<file path="config.mk">
export PLATFORM = sky130hd
export DESIGN_NAME = raster720_gen
export DESIGN_NICKNAME = d
export VERILOG_FILES = /design/src/rtl/raster_pkg.sv /design/src/rtl/raster_htimer.sv /design/src/rtl/raster_vseq.sv /design/src/rtl/raster_out.sv /design/src/rtl/raster720_gen.sv
export SDC_FILE = /design/constraint.sdc
export NUM_CORES = 1
export LEC_CHECK = 0
export BUFFER_PORTS_ARGS = -buffer_cell sky130_fd_sc_hd__buf_2
export CAP_MARGIN = 5
export CORE_MARGIN = 1.5
export CORE_UTILIZATION = 50
export CTS_BUF_LIST = sky130_fd_sc_hd__clkbuf_8
export CTS_CLUSTER_DIAMETER = 200
export DETAILED_ROUTE_END_ITERATION = 8
export GPL_ROUTABILITY_DRIVEN = 1
export PLACE_DENSITY = 0.72
export SYNTH_ARGS = -nofsm -noshare
export SYNTH_HDL_FRONTEND = slang
export SYNTH_SLANG_ARGS = --single-unit
</file>
<file path="constraint.sdc">
create_clock -name clk -period 3.35 [get_ports clk]
set_input_delay 0 -clock clk [delete_from_list [all_inputs] [get_ports clk]]
set_output_delay 0 -clock clk [all_outputs]
set_load 0.01 [all_outputs]
</file>
<file path="src/rtl/raster_pkg.sv">
package raster_pkg;

    typedef enum logic [1:0] {H_FRONT, H_SYNC, H_BACK, H_ACTIVE} hphase_t;
    typedef enum logic [1:0] {V_TOP, V_ACT, V_BOT, V_SYNC} vphase_t;

    localparam logic [9:0] TOK_00 = 10'b1101010100;
    localparam logic [9:0] TOK_01 = 10'b0010101011;
    localparam logic [9:0] TOK_10 = 10'b0101010100;
    localparam logic [9:0] TOK_11 = 10'b1010101011;

    function automatic logic [9:0] ctl_token(input logic v, input logic h);
        unique case ({v, h})
            2'b00:   return TOK_00;
            2'b01:   return TOK_01;
            2'b10:   return TOK_10;
            default: return TOK_11;
        endcase
    endfunction

endpackage

</file>
<file path="src/rtl/raster_htimer.sv">
module raster_htimer
    import raster_pkg::*;
#(
    parameter int FRONT  = 110,
    parameter int SYNC   = 40,
    parameter int BACK   = 220,
    parameter int ACTIVE = 1280,
    parameter int CW     = 11
) (
    input  logic          clk,
    input  logic          rst,
    output hphase_t       phase,
    output logic [CW-1:0] pos,
    output logic          line_end
);

    hphase_t       nxt;
    logic [CW-1:0] last_pos;
    logic          at_last;

    always_comb begin
        unique case (phase)
            H_FRONT:  begin last_pos = CW'(FRONT - 1);  nxt = H_SYNC;   end
            H_SYNC:   begin last_pos = CW'(SYNC - 1);   nxt = H_BACK;   end
            H_BACK:   begin last_pos = CW'(BACK - 1);   nxt = H_ACTIVE; end
            H_ACTIVE: begin last_pos = CW'(ACTIVE - 1); nxt = H_FRONT;  end
        endcase
    end

    assign at_last  = (pos == last_pos);
    assign line_end = (phase == H_ACTIVE) && at_last;

    always_ff @(posedge clk) begin
        if (rst) begin
            phase <= H_FRONT;
            pos   <= '0;
        end else if (at_last) begin
            phase <= nxt;
            pos   <= '0;
        end else begin
            pos   <= pos + 1'b1;
        end
    end

    // sync is entered only from the final front-porch clock
    a_r1_sync_entry: assert property (@(posedge clk) disable iff (rst)
        (phase == H_SYNC && $past(phase) != H_SYNC)
        |-> ($past(phase) == H_FRONT && $past(pos) == CW'(FRONT - 1)));

    // a new line starts only after the full active run
    a_r1_line_wrap: assert property (@(posedge clk) disable iff (rst)
        (phase == H_FRONT && $past(phase) == H_ACTIVE)
        |-> $past(pos) == CW'(ACTIVE - 1));

endmodule

</file>
<file path="src/rtl/raster_vseq.sv">
module raster_vseq
    import raster_pkg::*;
#(
    parameter int          TOP    = 15,
    parameter int          SRC_H  = 350,
    parameter int          BOT    = 30,
    parameter int          VSYNC  = 5,
    parameter int          LW     = 10,
    parameter int          AW     = 32,
    parameter logic [31:0] BASE   = 32'h1000,
    parameter int          STRIDE = 1280
) (
    input  logic          clk,
    input  logic          rst,
    input  logic          line_end,
    output vphase_t       phase,
    output logic [AW-1:0] line_base
);

    localparam int ACT_LINES = 2 * SRC_H;

    vphase_t       nxt;
    logic [LW-1:0] lcnt;
    logic [LW-1:0] last_line;
    logic [LW-1:0] act_left;
    logic          at_last;
    logic          reload;

    always_comb begin
        unique case (phase)
            V_TOP:  begin last_line = LW'(TOP - 1);       nxt = V_ACT;  end
            V_ACT:  begin last_line = LW'(ACT_LINES - 1); nxt = V_BOT;  end
            V_BOT:  begin last_line = LW'(BOT - 1);       nxt = V_SYNC; end
            V_SYNC: begin last_line = LW'(VSYNC - 1);     nxt = V_TOP;  end
        endcase
    end

    assign at_last = (lcnt == last_line);
    assign reload  = (act_left == LW'(SRC_H + 1)) || (act_left == LW'(1));

    always_ff @(posedge clk) begin
        if (rst) begin
            phase     <= V_TOP;
            lcnt      <= '0;
            act_left  <= LW'(ACT_LINES);
            line_base <= AW'(BASE);
        end else if (line_end) begin
            if (at_last) begin
                phase <= nxt;
                lcnt  <= '0;
            end else begin
                lcnt  <= lcnt + 1'b1;
            end
            if (phase == V_ACT) begin
                act_left  <= act_left - 1'b1;
                line_base <= reload ? AW'(BASE) : line_base + AW'(STRIDE);
            end
            if (phase == V_SYNC && at_last) begin
                act_left <= LW'(ACT_LINES);
            end
        end
    end

    // vertical sync follows the bottom blank lines only
    a_r2_vsync_entry: assert property (@(posedge clk) disable iff (rst)
        (phase == V_SYNC && $past(phase) != V_SYNC) |-> $past(phase) == V_BOT);

    // after the last line of either image copy the base is back at the start
    a_r7_base_reload: assert property (@(posedge clk) disable iff (rst)
        $past(line_end && phase == V_ACT && reload) |-> line_base == AW'(BASE));

endmodule

</file>
<file path="src/rtl/raster_out.sv">
module raster_out
    import raster_pkg::*;
#(
    parameter int BACK   = 220,
    parameter int ACTIVE = 1280,
    parameter int CW     = 11,
    parameter int AW     = 32
) (
    input  logic          clk,
    input  logic          rst,
    input  hphase_t       hphase,
    input  logic [CW-1:0] hpos,
    input  vphase_t       vphase,
    input  logic [AW-1:0] line_base,
    input  logic [15:0]   rd_data,
    output logic          rd_req,
    output logic [AW-1:0] rd_addr,
    output logic [9:0]    ch0,
    output logic [9:0]    ch1,
    output logic [9:0]    ch2,
    output logic          de,
    output logic          hs,
    output logic          vs
);

    logic       vis, hs_c, vs_c, prefetch, pair_req;
    logic [7:0] red8, grn8, blu8;

    assign vis      = (vphase == V_ACT) && (hphase == H_ACTIVE);
    assign hs_c     = (hphase == H_SYNC);
    assign vs_c     = (vphase == V_SYNC);
    assign prefetch = (vphase == V_ACT) && (hphase == H_BACK) && (hpos == CW'(BACK - 1));
    assign pair_req = vis && hpos[0] && (hpos != CW'(ACTIVE - 1));
    assign rd_req   = prefetch || pair_req;
    assign rd_addr  = line_base + ((hphase == H_ACTIVE) ? AW'(hpos) + AW'(1) : AW'(0));

    assign red8 = {rd_data[15:11], rd_data[15:13]};
    assign grn8 = {rd_data[10:5],  rd_data[10:9]};
    assign blu8 = {rd_data[4:0],   rd_data[4:2]};

    always_ff @(posedge clk) begin
        if (rst) begin
            de  <= 1'b0;
            hs  <= 1'b0;
            vs  <= 1'b0;
            ch0 <= TOK_00;
            ch1 <= TOK_00;
            ch2 <= TOK_00;
        end else begin
            de <= vis;
            hs <= hs_c;
            vs <= vs_c;
            if (vis) begin
                if (!hpos[0]) begin
                    ch0 <= {2'b00, blu8};
                    ch1 <= {2'b00, grn8};
                    ch2 <= {2'b00, red8};
                end
            end else begin
                ch0 <= ctl_token(vs_c, hs_c);
                ch1 <= ctl_token(vs_c, 1'b0);
                ch2 <= ctl_token(vs_c, 1'b0);
            end
        end
    end

    // requests never come on two adjacent clocks
    a_r6_req_spacing: assert property (@(posedge clk) disable iff (rst)
        rd_req |=> !rd_req);

    // blank clocks put the sync-bearing token on channel 0
    a_r3_ch0_token: assert property (@(posedge clk) disable iff (rst)
        !de |-> ch0 == ctl_token(vs, hs));

    // active video never overlaps either sync
    a_r5_de_clean: assert property (@(posedge clk) disable iff (rst)
        de |-> (!hs && !vs));

endmodule

</file>
<file path="src/rtl/raster720_gen.sv">
module raster720_gen
    import raster_pkg::*;
#(
    parameter int          H_FRONT_CLK = 110,
    parameter int          H_SYNC_CLK  = 40,
    parameter int          H_BACK_CLK  = 220,
    parameter int          SRC_W       = 640,
    parameter int          V_TOP_LN    = 15,
    parameter int          SRC_H       = 350,
    parameter int          V_BOT_LN    = 30,
    parameter int          V_SYNC_LN   = 5,
    parameter int          AW          = 32,
    parameter logic [31:0] FB_BASE     = 32'h1000
) (
    input  logic          clk,
    input  logic          rst,
    output logic          fb_rd_req,
    output logic [AW-1:0] fb_rd_addr,
    input  logic [15:0]   fb_rd_data,
    output logic [9:0]    tmds_ch0,
    output logic [9:0]    tmds_ch1,
    output logic [9:0]    tmds_ch2,
    output logic          de,
    output logic          hsync,
    output logic          vsync
);

    localparam int ACT_CLK = 2 * SRC_W;
    localparam int H_TOTAL = H_FRONT_CLK + H_SYNC_CLK + H_BACK_CLK + ACT_CLK;
    localparam int V_TOTAL = V_TOP_LN + 2 * SRC_H + V_BOT_LN + V_SYNC_LN;
    localparam int HCW     = $clog2(H_TOTAL);
    localparam int LCW     = $clog2(V_TOTAL + 1);
    localparam int STRIDE  = 2 * SRC_W;

    hphase_t        hphase;
    vphase_t        vphase;
    logic [HCW-1:0] hpos;
    logic           line_end;
    logic [AW-1:0]  line_base;

    raster_htimer #(
        .FRONT(H_FRONT_CLK), .SYNC(H_SYNC_CLK), .BACK(H_BACK_CLK),
        .ACTIVE(ACT_CLK), .CW(HCW)
    ) u_htimer (
        .clk(clk), .rst(rst), .phase(hphase), .pos(hpos), .line_end(line_end)
    );

    raster_vseq #(
        .TOP(V_TOP_LN), .SRC_H(SRC_H), .BOT(V_BOT_LN), .VSYNC(V_SYNC_LN),
        .LW(LCW), .AW(AW), .BASE(FB_BASE), .STRIDE(STRIDE)
    ) u_vseq (
        .clk(clk), .rst(rst), .line_end(line_end), .phase(vphase), .line_base(line_base)
    );

    raster_out #(
        .BACK(H_BACK_CLK), .ACTIVE(ACT_CLK), .CW(HCW), .AW(AW)
    ) u_out (
        .clk(clk), .rst(rst), .hphase(hphase), .hpos(hpos), .vphase(vphase),
        .line_base(line_base), .rd_data(fb_rd_data), .rd_req(fb_rd_req),
        .rd_addr(fb_rd_addr), .ch0(tmds_ch0), .ch1(tmds_ch1), .ch2(tmds_ch2),
        .de(de), .hs(hsync), .vs(vsync)
    );

    // reads are confined to visible lines
    a_r10_req_visible: assert property (@(posedge clk) disable iff (rst)
        fb_rd_req |-> vphase == V_ACT);

endmodule

</file>
==> impl_metrics.sql <==
INSERT INTO impl_metrics (metric_group, metric, value, unit) VALUES
('global_routing', 'globalRouteOverflowTotal', '0', ''),
('drt', 'via_count', '5050', ''),
('clock_network', 'htree_levels', '3', ''),
('floorplan', 'initial_core_util', '52.2', '%'),
('critical_path', 'worst_r2r_path_depth', '7', ''),
('clock_network', 'clockBufferDepth', '2', ''),
('global_routing', 'antenna_found_initial', '0', ''),
('timing', 'slew-limit-headroom', '16.2', '%'),
('timing', 'hold_viol_final', '0', ''),
('global_routing', 'grt_max_degree', '34', ''),
('logic_synthesis', 'asyncSetResetFlopFracSynth', '0', '%'),
('critical_path', 'cp.arrival', '3.13', 'ns'),
('logic_synthesis', 'total_of_flip_flops_plus_latches_after_synthesis', '87', ''),
('floorplan', 'die_width', '105', 'µm'),
('global_routing', 'grt_first_pass_wirelength', '21900', 'µm'),
('logic_synthesis', 'synthXorXnorAreaFrac', '5.25', '%'),
('timing', 'finClkSkew', '0.0154', 'ns'),
('logic_synthesis', 'synth.area.top_cells', 'sky130_fd_sc_hd__dfxtp_1, sky130_fd_sc_hd__ha_1, sky130_fd_sc_hd__a21oi_1, sky130_fd_sc_hd__nand2_1, sky130_fd_sc_hd__xor2_1', ''),
('critical_path', 'crit_required', '3.35', 'ns'),
('global_routing', 'grt_util_met1', '29.9', '%'),
('placement', 'gp_congestion', '0.847', ''),
('critical_path', 'timing.critical_path.to_type', 'primary output', ''),
('drt', 'detail_route.iter0.violations', '297', ''),
('critical_path', 'path_class', 'register to primary output', ''),
('logic_synthesis', 'muxShareOfSynthArea', '2.73', '%'),
('critical_path', 'r2r_start', 'u_htimer.phase[0]', ''),
('logic_synthesis', 'synth-compound-area-share', '19.8', '%'),
('timing', 'timing.setup.tns', '0', 'ns'),
('logic_synthesis', 'synth_top_area_share', '33.7', '%'),
('power', 'static-leakage-power', '2.21', 'nW'),
('run_status', 'run_status', 'complete, no violations', ''),
('final_layout', 'area.growth.synth_to_final', '16.7', '%'),
('logic_synthesis', 'syn_nets', '672', ''),
('logic_synthesis', 'post_synth_fa_ha_maj_area_fraction', '5.08', '%'),
('logic_synthesis', 'synth_edf_count', '0', ''),
('clock_network', 'tritoncts.num_buffers', '9', ''),
('logic_synthesis', 'postSynthAreaPerCell', '8.17', 'µm²'),
('floorplan', 'dieArea', '11000', 'µm²'),
('timing', 'rsz0062_at_grt', 'false', ''),
('clock_network', 'cts_tree', 'done', ''),
('drt', 'avgRoutedWirePerCell', '15.5', 'µm'),
('power', 'power_per_cell_area', '319', 'nW/µm²'),
('logic_synthesis', 'synth_cells', '633', ''),
('logic_synthesis', 'synth_seq_area_share', '33.7', '%'),
('power', 'power.ir.vdd_worst', '232', 'µV'),
('drt', 'ant_nets', '0', ''),
('placement', 'dp_cells', '818', ''),
('clock_network', 'skew_pair_late_insertion_delay', '0.36', 'ns'),
('timing', 'max_freq', '319', 'MHz'),
('critical_path', 'cp-startpoint', 'u_htimer.pos[1]', ''),
('critical_path', 'critPathLaunchType', 'register', ''),
('drt', 'avgViaCountPerCell', '5.98', ''),
('logic_synthesis', 'synth_top_family_by_area', 'simple AND/OR/NAND/NOR gates', ''),
('drt', 'post-route-drc-count', '0', ''),
('placement', 'dp.final_hpwl', '9300', 'µm'),
('floorplan', 'rows', '36', ''),
('drt', 'routed_wl', '13100', 'µm'),
('clock_network', 'cts-root-buf', 'sky130_fd_sc_hd__clkbuf_8', ''),
('logic_synthesis', 'yosys.area_share.simple', '28.6', '%'),
('final_layout', 'final_layout_size_suffix_gt1_share', '19.8', '%'),
('drt', 'drt-pass1-iter-count', '5', ''),
('global_routing', 'grt.total_usage', '23.7', '%'),
('logic_synthesis', 'synth.top_cells.by_count', 'sky130_fd_sc_hd__dfxtp_1, sky130_fd_sc_hd__nand2_1, sky130_fd_sc_hd__a21oi_1, sky130_fd_sc_hd__nor2_1, sky130_fd_sc_hd__o21ai_0', ''),
('global_routing', 'grtUsageMet2', '41.2', '%'),
('logic_synthesis', 'postSynth.topFlopCell', 'sky130_fd_sc_hd__dfxtp_1', ''),
('critical_path', 'worst_setup_path_endpoint', 'fb_rd_addr[23]', ''),
('global_routing', 'gr-usage-met3', '3.68', '%'),
('placement', 'io_buffer_count', '83', ''),
('logic_synthesis', 'yosys.cell_types.count', '62', ''),
('final_layout', 'finish.cell_count_without_fillers', '845', ''),
('min_path', 'min_path_type', 'primary input to register', '');
critical path: stages (launching register included):
cell and delay (ns):
sky130_fd_sc_hd__dfxtp_2 0.40, sky130_fd_sc_hd__ha_1 0.20, sky130_fd_sc_hd__nand2_1 0.12, sky130_fd_sc_hd__nor3_2 0.14, sky130_fd_sc_hd__and3_1 0.19, sky130_fd_sc_hd__xnor2_1 0.13, sky130_fd_sc_hd__nor2b_1 0.07, sky130_fd_sc_hd__ha_1 0.32
sky130_fd_sc_hd__inv_1 0.10, sky130_fd_sc_hd__o21bai_1 0.20, sky130_fd_sc_hd__a21oi_1 0.11, sky130_fd_sc_hd__buf_6 0.18, sky130_fd_sc_hd__nor4_2 0.30, sky130_fd_sc_hd__xor2_1 0.17, sky130_fd_sc_hd__buf_2 0.15
sequential cells by signal, summed over array words and instances, names as in the netlist, 2 cells and up:
| signal | cells |
|---|---|
| u_htimer.pos | 11 |
| u_vseq.lcnt | 10 |
| u_vseq.act_left | 10 |
| u_out.ch1 | 9 |
| u_vseq.line_base | 24 |
| u_out.ch2 | 7 |
| u_htimer.phase | 2 |
| u_out.ch0 | 9 |
| u_vseq.phase | 2 |
power by group:
group | total, mW | internal, mW | switching [mW]
Clock | 0.802 | 0.421 | 0.381
Sequential | 1.05 | 1.04 | 0.00819
Combinational | 0.0808 | 0.0376 | 0.0431
final cells by class:
type | count | area [µm²]
flip-flops and latches | 87 | 1750
clock buffers | 9 | 124
multi-input cells | 491 | 3240
fillers | 891 | 3870
repair buffers | 103 | 599
clock inverters | 6 | 92.6
inverters | 16 | 60.1
well taps | 133 | 166
metrics by stage:
stage,util [%],setup WS (ns),hold slack [ns],total power [mW]
global route,60.9,0.00509,0.0256,2.00
detailed placement,56.9,0.238,0.224,1.14
global placement,56.9,0.376,0.211,1.14
finish,60.9,0.220,0.0155,1.93
CTS,60.4,0.000301,0.00658,1.94
floorplan,-,0.458,0.0800,1.12
cells in the final DEF (no fill, tap or decap), types with 9 or more instances in the layout:
master and count:
sky130_fd_sc_hd__buf_2 83, sky130_fd_sc_hd__dfxtp_1 81, sky130_fd_sc_hd__nand2_1 54, sky130_fd_sc_hd__a21oi_1 52, sky130_fd_sc_hd__nor2_1 38, sky130_fd_sc_hd__o21ai_0 30, sky130_fd_sc_hd__nand3_1 24, sky130_fd_sc_hd__xor2_1 20
sky130_fd_sc_hd__o211ai_1 20, sky130_fd_sc_hd__nor2b_1 19, sky130_fd_sc_hd__ha_1 19, sky130_fd_sc_hd__nor3_1 15, sky130_fd_sc_hd__inv_1 15, sky130_fd_sc_hd__or4_1 15, sky130_fd_sc_hd__or3_1 14, sky130_fd_sc_hd__nand4_1 13
sky130_fd_sc_hd__mux2i_1 13, sky130_fd_sc_hd__dlygate4sd3_1 12, sky130_fd_sc_hd__xnor2_1 11, sky130_fd_sc_hd__o31ai_1 10, sky130_fd_sc_hd__and3_1 9, sky130_fd_sc_hd__a31oi_1 9, sky130_fd_sc_hd__clkbuf_8 9
logic make-up after synthesis:
group                    Yosys count
AO/OA/AOI/OAI                    159
XOR/XNOR                          31
adder cells (fa/ha/maj)           21
buffers and inverters             55
flip-flops                        87
multiplexers                      14
other                              1
AND/OR/NAND/NOR                  265
routing by layer:
layer  share of wire, %  routed length, µm  up-vias
met2                 49               6350      182
met4                1.1                140        0
met5                  0                  0        -
met3                5.7                744       15
met1                 45               5820     2366
li1                   -                  -     2487
worst min-delay path by stage:
stage / from / end / slack [ns] / cells after the start
after floorplan: rst / u_out.vs / 0.08 / 1
after global placement: fb_rd_data[7] / u_out.ch1[4] / 0.21 / 3
after detailed placement: fb_rd_data[5] / u_out.ch1[2] / 0.22 / 3
after CTS: fb_rd_data[9] / u_out.ch1[6] / 0.007 / 4
after global routing: fb_rd_data[9] / u_out.ch1[6] / 0.03 / 4
final: fb_rd_data[14] / u_out.ch2[6] / 0.02 / 4
timing repair:
action                                 in CTS  in global routing
setup endpoints to repair                  12                 18
resized for setup                           3                 16
hold buffers                               12                  0
setup buffers                               0                  0
pin swaps                                   0                  1
endpoints found under the hold margin      15                  0
(Power assumes the default switching activity.)
